$ cat src/rtl/swp_loop_branch.sv
module swp_loop_branch #(
  parameter int LC_W   = 16,
  parameter int EC_W   = 6,
  parameter int PRED_N = 48,
  parameter int RB_W   = 7
) (
  input  logic              clk,
  input  logic              rst_n,
  input  logic              trip_load,
  input  logic [LC_W-1:0]   trip_in,
  input  logic              drain_load,
  input  logic [EC_W-1:0]   drain_in,
  input  logic              stage_setup,
  input  logic              br_exec,
  output logic              taken,
  output logic              rotate,
  output logic              inject_bit,
  output logic [LC_W-1:0]   trip_cnt,
  output logic [EC_W-1:0]   drain_cnt,
  output logic [PRED_N-1:0] stage_pred,
  output logic [RB_W-1:0]   rot_base
);

  logic any_setup, go, trip_nz, drain_nz, drain_gt1;

  assign any_setup  = trip_load | drain_load | stage_setup;
  assign go         = br_exec & ~any_setup;
  assign trip_nz    = |trip_cnt;
  assign drain_nz   = |drain_cnt;
  assign drain_gt1  = drain_cnt > EC_W'(1);

  assign inject_bit = go & trip_nz;
  assign rotate     = go & (trip_nz | drain_nz);
  assign taken      = go & (trip_nz | drain_gt1);

  always_ff @(posedge clk or negedge rst_n) begin
    if (!rst_n)
      trip_cnt <= '0;
    else if (trip_load)
      trip_cnt <= trip_in;
    else if (go && trip_nz)
      trip_cnt <= trip_cnt - LC_W'(1);
  end

  always_ff @(posedge clk or negedge rst_n) begin
    if (!rst_n)
      drain_cnt <= '0;
    else if (drain_load)
      drain_cnt <= drain_in;
    else if (go && !trip_nz && drain_nz)
      drain_cnt <= drain_cnt - EC_W'(1);
  end

  always_ff @(posedge clk or negedge rst_n) begin
    if (!rst_n)
      stage_pred <= '0;
    else if (stage_setup)
      stage_pred <= PRED_N'(1);
    else if (rotate)
      stage_pred <= {stage_pred[PRED_N-2:0], inject_bit};
  end

  always_ff @(posedge clk or negedge rst_n) begin
    if (!rst_n)
      rot_base <= '0;
    else if (rotate)
      rot_base <= rot_base - RB_W'(1);
  end

endmodule

$ cat config.mk
export PLATFORM = sky130hd
export DESIGN_NAME = swp_loop_branch
export DESIGN_NICKNAME = d
export VERILOG_FILES = /design/src/rtl/swp_loop_branch.sv
export SDC_FILE = /design/constraint.sdc
export NUM_CORES = 1
export LEC_CHECK = 0
export CAP_MARGIN = 15
export CELL_PAD_IN_SITES_DETAIL_PLACEMENT = 2
export CELL_PAD_IN_SITES_GLOBAL_PLACEMENT = 2
export CORE_ASPECT_RATIO = 1.25
export CORE_UTILIZATION = 40
export DETAILED_ROUTE_END_ITERATION = 16
export DONT_BUFFER_PORTS = 1
export PLACE_DENSITY = 0.95
export SLEW_MARGIN = 40
export SYNTH_ARGS = -nofsm -noshare
export SYNTH_HDL_FRONTEND = slang
export SYNTH_SLANG_ARGS = --single-unit
$ cat constraint.sdc
create_clock -name clk -period 3.6 [get_ports clk]
set_input_delay 0.18 -clock clk [delete_from_list [all_inputs] [get_ports clk]]
set_output_delay 0.18 -clock clk [all_outputs]
set_load 0.1 [all_outputs]
# [Word-level counts from Yosys, hierarchy flattened]
# Index checks and enable logic that the tools add are counted.
[classes] n_lt_le_gt_ge=1 add_sub_neg=3 n_bitwise=9 n_mux=6 n_reduce_logical=9
[ops] cell="48-bit 2-to-1 mux" n=2
[ops] cell="16-bit 2-to-1 mux" n=2
[ops] cell="16-bit OR reduction" n=1
[ops] cell="16-bit by 1-bit subtractor with 16-bit output (second input constant)" n=1
[ops] cell="6-bit 2-to-1 mux" n=2
[ops] cell="7-bit by 1-bit subtractor with 7-bit output (second input constant)" n=1
[ops] cell="6-bit by 1-bit greater-than comparator with 1-bit output (second input constant)" n=1
[ops] cell="2-bit nonzero test" n=3
[ops] cell="6-bit OR reduction" n=1
[ops] cell="6-bit by 1-bit subtractor with 6-bit output (second input constant)" n=1
[ops] cell="1-bit bitwise AND" n=4
[ops] cell="1-bit bitwise OR" n=4
[ops] cell="1-bit logical AND" n=3
[ops] cell="1-bit zero test" n=1
[ops] cell="1-bit inverter" n=1
[word_totals] ff_bits=77 output_inout_bits=80 input_bits=28

# [Logic depth before layout (Yosys ltp)]
[logic_depth] ltp_word=8 depth_mapped=10 mapped_depth_nobuf=8

# [Least setup slack after synthesis]
# No wires, ideal clock.
[synth_timing] path_type="register to register" startpoint="register trip_cnt[12]" endpoint="register rot_base[0]" arrival_ps=3232 required_time_ps=3422 path_stages_with_launch=7 period_less_slack_ps=3410 path_buffers=1 setup_slack_ps=190 setup_ps=178 cell_sequence="dfrtp_1 > or4_1 > or4_4 > o21ai_2 > inv_2 > clkbuf_1 > xnor2_1"
[synth_between] elab_chain_len=3
[synth_rtl] element="start, declared" line="18" rtl="output logic [LC_W-1:0] trip_cnt,"
[synth_rtl] element="start signal, assigned" line="40" rtl="trip_cnt <= trip_in;"
[synth_rtl] element="start signal, assigned" line="42" rtl="trip_cnt <= trip_cnt - LC_W'(1);"
[synth_rtl] element="16-bit OR reduction" line="28" rtl="assign trip_nz = |trip_cnt;"
[synth_rtl] element="1-bit bitwise OR" line="33" rtl="assign rotate = go & (trip_nz | drain_nz);"
[synth_rtl] element="1-bit bitwise AND" line="33"
[synth_rtl] element="named net rotate" line="16" rtl="output logic rotate,"
[synth_rtl] element="end signal, assigned" line="67" rtl="rot_base <= rot_base - RB_W'(1);"
[synth_rtl] element="end, declared" line="21" rtl="output logic [RB_W-1:0] rot_base"
# The timed path passes the listed nets, and every way through them passes these cells.
# A chain may end at the register's enable or synchronous reset.

# [Final worst setup path]
[layout_timing] startpoint="register trip_cnt[3]" endpoint="register drain_cnt[4]"
[layout_between] elab_chain_len=5
[layout_rtl] element="16-bit OR reduction" line="28"
[layout_rtl] element="1-bit zero test" line="50" rtl="else if (go && !trip_nz && drain_nz)"
[layout_rtl] element="1-bit logical AND (2 in a row)" line="50"
[layout_rtl] element="2-bit nonzero test (no line)"
[layout_rtl] element="end signal, assigned" line="49" rtl="drain_cnt <= drain_in;"
[layout_rtl] element="end signal, assigned" line="51" rtl="drain_cnt <= drain_cnt - EC_W'(1);"
[layout_rtl] element="end, declared" line="19" rtl="output logic [EC_W-1:0] drain_cnt,"
# No other way between the ends.

==> metrics.md <==
| Metric | Value |
|---|---|
| Status | finished clean |
| Clk buf depth | 2 |
| CTS tree | built |
| Crit path kind | register to register |
| Combinational share of power | 20.3% |
| Initial antenna violation count | 0 |
| Layout Nets | 474 |
| Number of synthesis warnings | 0 |
| Relative slew slack | 52.8% |
| Vias in the first global route | 3865 |
| I/O pin total | 108 |
| Port Buffers | 0 |
| Area delta synth->final | 21.9% |
| Hold Crit Start | trip_load |
| Yosys reg bits | 77 |
| R2R depth | 6 |
| Max-slew violations | 0 |
| Final worst clock skew | 10.5 ps |
| Fin crit share | 93.2% |
| Reg-to-reg critical path startpoint | trip_cnt[3]$_DFFE_PN0P_ |
| WHS | 11.4 ps |
| Vias per inst | 5.92 |
| Cts bufs inserted | 9 |
| Clock Tree Root | clkbuf_8 |
| PwrDens | 554 nW/um2 |
| Measured slew at the worst slew-check pin | 702 ps |
| CP peak stage delay | 730 ps |
| Top_reg_cell synth | dfrtp_1 |
| Setup WS pre-CTS | 856 ps |
| Maximum number of pins on one net before global-route repair | 78 |
| Maximum vdd ir drop | 316 uV |
| Die area | 9520 um2 |
| Synth Instances | 402 |
| Clk Latency, worst-skew pair | 360 ps |
| Top-area cell type share of the netlist area | 52.8% |
| WL/cell | 24.3 um |
| Syn_nets | 435 |
| Final ANT Viol Nets | 0 |
| Clock tree sinks | 77 |
| H-tree depth | 3 |
| First-pass GRT wire length | 21.0 mm |
| Post-synthesis sequential area ratio | 52.8% |
| Core Util, Final | 50.9% |
| Starting Density | 41.7% |
| Final setup violation count | 0 |
| WP buf/inv | 1 |
| EDFF count, synth | 0 |
| Sequential power share | 52.0% |
| Final TNS setup | 0 ps |
| P_leak | 1.71 nW |
| Core area | 8750 um2 |
| Hold Fails Final Rpt | 0 |
| Grt ovf | 0 |
| Die height | 109 um |
| Critical Path Start | trip_cnt[3]$_DFFE_PN0P_ |
| Hold path cells | 2 |
| Critical-path cell list | or4_1, or4_4, nor4_1, xnor2_1, o21ai_1, dlygate4sd3_1 |
| N_diodes | 0 |
| WP data required | 3850 ps |
| DPL Wire Length | 7.94 mm |
| Slowest CP cell | or4_1 |
| Flop2flop setup slack | 250 ps |
| Post-synthesis cell type count | 47 |
| Switching Fraction | 42.8% |
| Via Count | 3345 |
| Min-delay worst type | input pin to register |
| Startpoint types | register |
| Post-Syn Area per Cell | 9.08 um2 |
| Worst Setup End Kind | register |
| Die Wd | 87.5 um |
| Row count | 38 |
| Synth top area cells | dfrtp_1 53%, nand2_1 12%, a21oi_1 7.1% |
| Iteration-0 DRC Markers | 148 |
| Fill cells | 931 |
| Clk pwr share | 27.7% |
| Remaining DRCs | 0 |
| Clock-pin slew on the worst setup and hold paths | 80 ps |
| Int Pwr | 1.41 mW |
| DRT Pass-1 Iters | 4 |
| Synth area leader | dfrtp_1 |
| RePlAce Congestion | 0.818 |
| Crit. path cell count | 6 |
| Unrepaired setup endpoints after global routing | no |
| Fin crit period | 3350 ps |
| Cell family with most CP delay | simple AND/OR/NAND/NOR gates |
| GR Util All Layers | 29.9% |
| Post-synth ARST share | 100% |
| CP Data Arrival Time | 3610 ps |
| Detailed Route WL | 13.7 mm |
| CP max FO | 8 |
| Final WS setup | 246 ps |
| MaxCap Viol Count | 0 |
| Fmax | 0.298 GHz |
| Psw | 1.06 mW |
| Post-Syn Area | 3650 um2 |
| Layout cell share with drive strength beyond 1 | 25.8% |
through the flow:
stage | instance area (um2) | cells | power, mW
after CTS | 4420 | 563 | 2.45
after global placement | 3900 | 525 | 1.68
after detailed placement | 3970 | 525 | 1.72
after global routing | 4450 | 565 | 2.55
final | 4450 | 565 | 2.47
after floorplan | 3650 | 402 | 1.61
per-layer routing:
metal	part of all wire, %	track usage (%)	wire [um]	vias up
met5	0	0	0	-
met3	6.6	9.39	898	34
met4	3.2	13.9	443	0
li1	-	-	-	1446
met2	54	55.4	7460	128
met1	36	30.1	4900	1737
flip-flops by register name (all words and copies together), names as in the netlist:
signal,count
trip_cnt,16
stage_pred,48
drain_cnt,6
rot_base,7
final timing paths:
path | end
max | drain_cnt[4]$_DFFE_PN0P_
min reg2reg | trip_cnt[2]$_DFFE_PN0P_
min in group asynchronous | stage_pred[41]$_DFFE_PN0P_
min | trip_cnt[9]$_DFFE_PN0P_
max reg2reg | drain_cnt[4]$_DFFE_PN0P_
max in group asynchronous | stage_pred[34]$_DFFE_PN0P_
worst register-to-register path, stage by stage, from the launching register on:
cell	delay, ps
dfrtp_1	390
or4_1	730
or4_4	620
nor4_1	660
xnor2_1	200
o21ai_1	80
dlygate4sd3_1	570
what timing repair did:
| action | 4_1_cts | 5_1_grt |
|---|---|---|
| endpoints found under the setup margin | 0 | 1 |
| setup buffers | 0 | 0 |
| hold buffers | 23 | 2 |
| endpoints found under the hold margin | 143 | 1 |
| gates resized for setup | 0 | 1 |
cell usage after synthesis (2+ instances only):
cell type,n
a2111oi_0,2
a21oi_1,52
a221o_1,2
a32oi_1,2
buf_2,6
buf_4,2
buf_6,2
clkbuf_1,16
dfrtp_1,77
ha_1,5
inv_1,10
inv_2,2
mux2_2,3
mux2i_1,2
nand2_1,117
nand2b_1,2
nand3_1,12
nand4_1,2
nand4b_1,2
nor2_1,8
nor3_1,4
nor4_1,10
o211ai_1,3
o21ai_0,12
o21ai_1,3
o21ai_2,2
or3_1,5
or4_1,4
or4_4,2
xnor2_1,12
xor2_1,3
power by group through the flow:
stage          clock network, mW  logic, mW  registers, mW
3_3_place_gp                   0      0.404           1.28
6_report                   0.683      0.500           1.28
4_1_cts                    0.692      0.484           1.28
5_1_grt                    0.737      0.526           1.29
2_1_floorplan                  0      0.157           1.45
3_5_place_dp                   0      0.422           1.30
kinds of logic after synthesis:
group	Yosys count	share of synthesized area, %
mux	5	1.47
flops	77	52.8
fa+ha+maj	5	1.71
xor+xnor	15	3.60
compound gates	86	13.7
buf+inv	38	4.73
simple gates	176	22.0
cells in the final DEF, fill, tap and decap left out, types with 10 or more instances in the layout:
cell and count:
a21oi_1 52, buf_4 29, clkbuf_8 11, dfrtp_1 22, dfrtp_2 55, dlygate4sd3_1 23, inv_1 10, nand2_1 117
nand3_1 12, nor4_1 10, o21ai_0 12, xnor2_1 12
layout make-up:
class | count | area [um2] | share of cell area, %
timing repair buffer | 54 | 495 | 11.1
multi-input combinational | 287 | 1560 | 35.1
clock buffer | 11 | 151 | 3.40
inverter | 12 | 47.5 | 1.07
clock inverter | 4 | 47.5 | 1.07
sequential | 77 | 2000 | 44.8
tap | 120 | 150 | 3.37
Note: power is estimated with default switching activity, not from simulation.
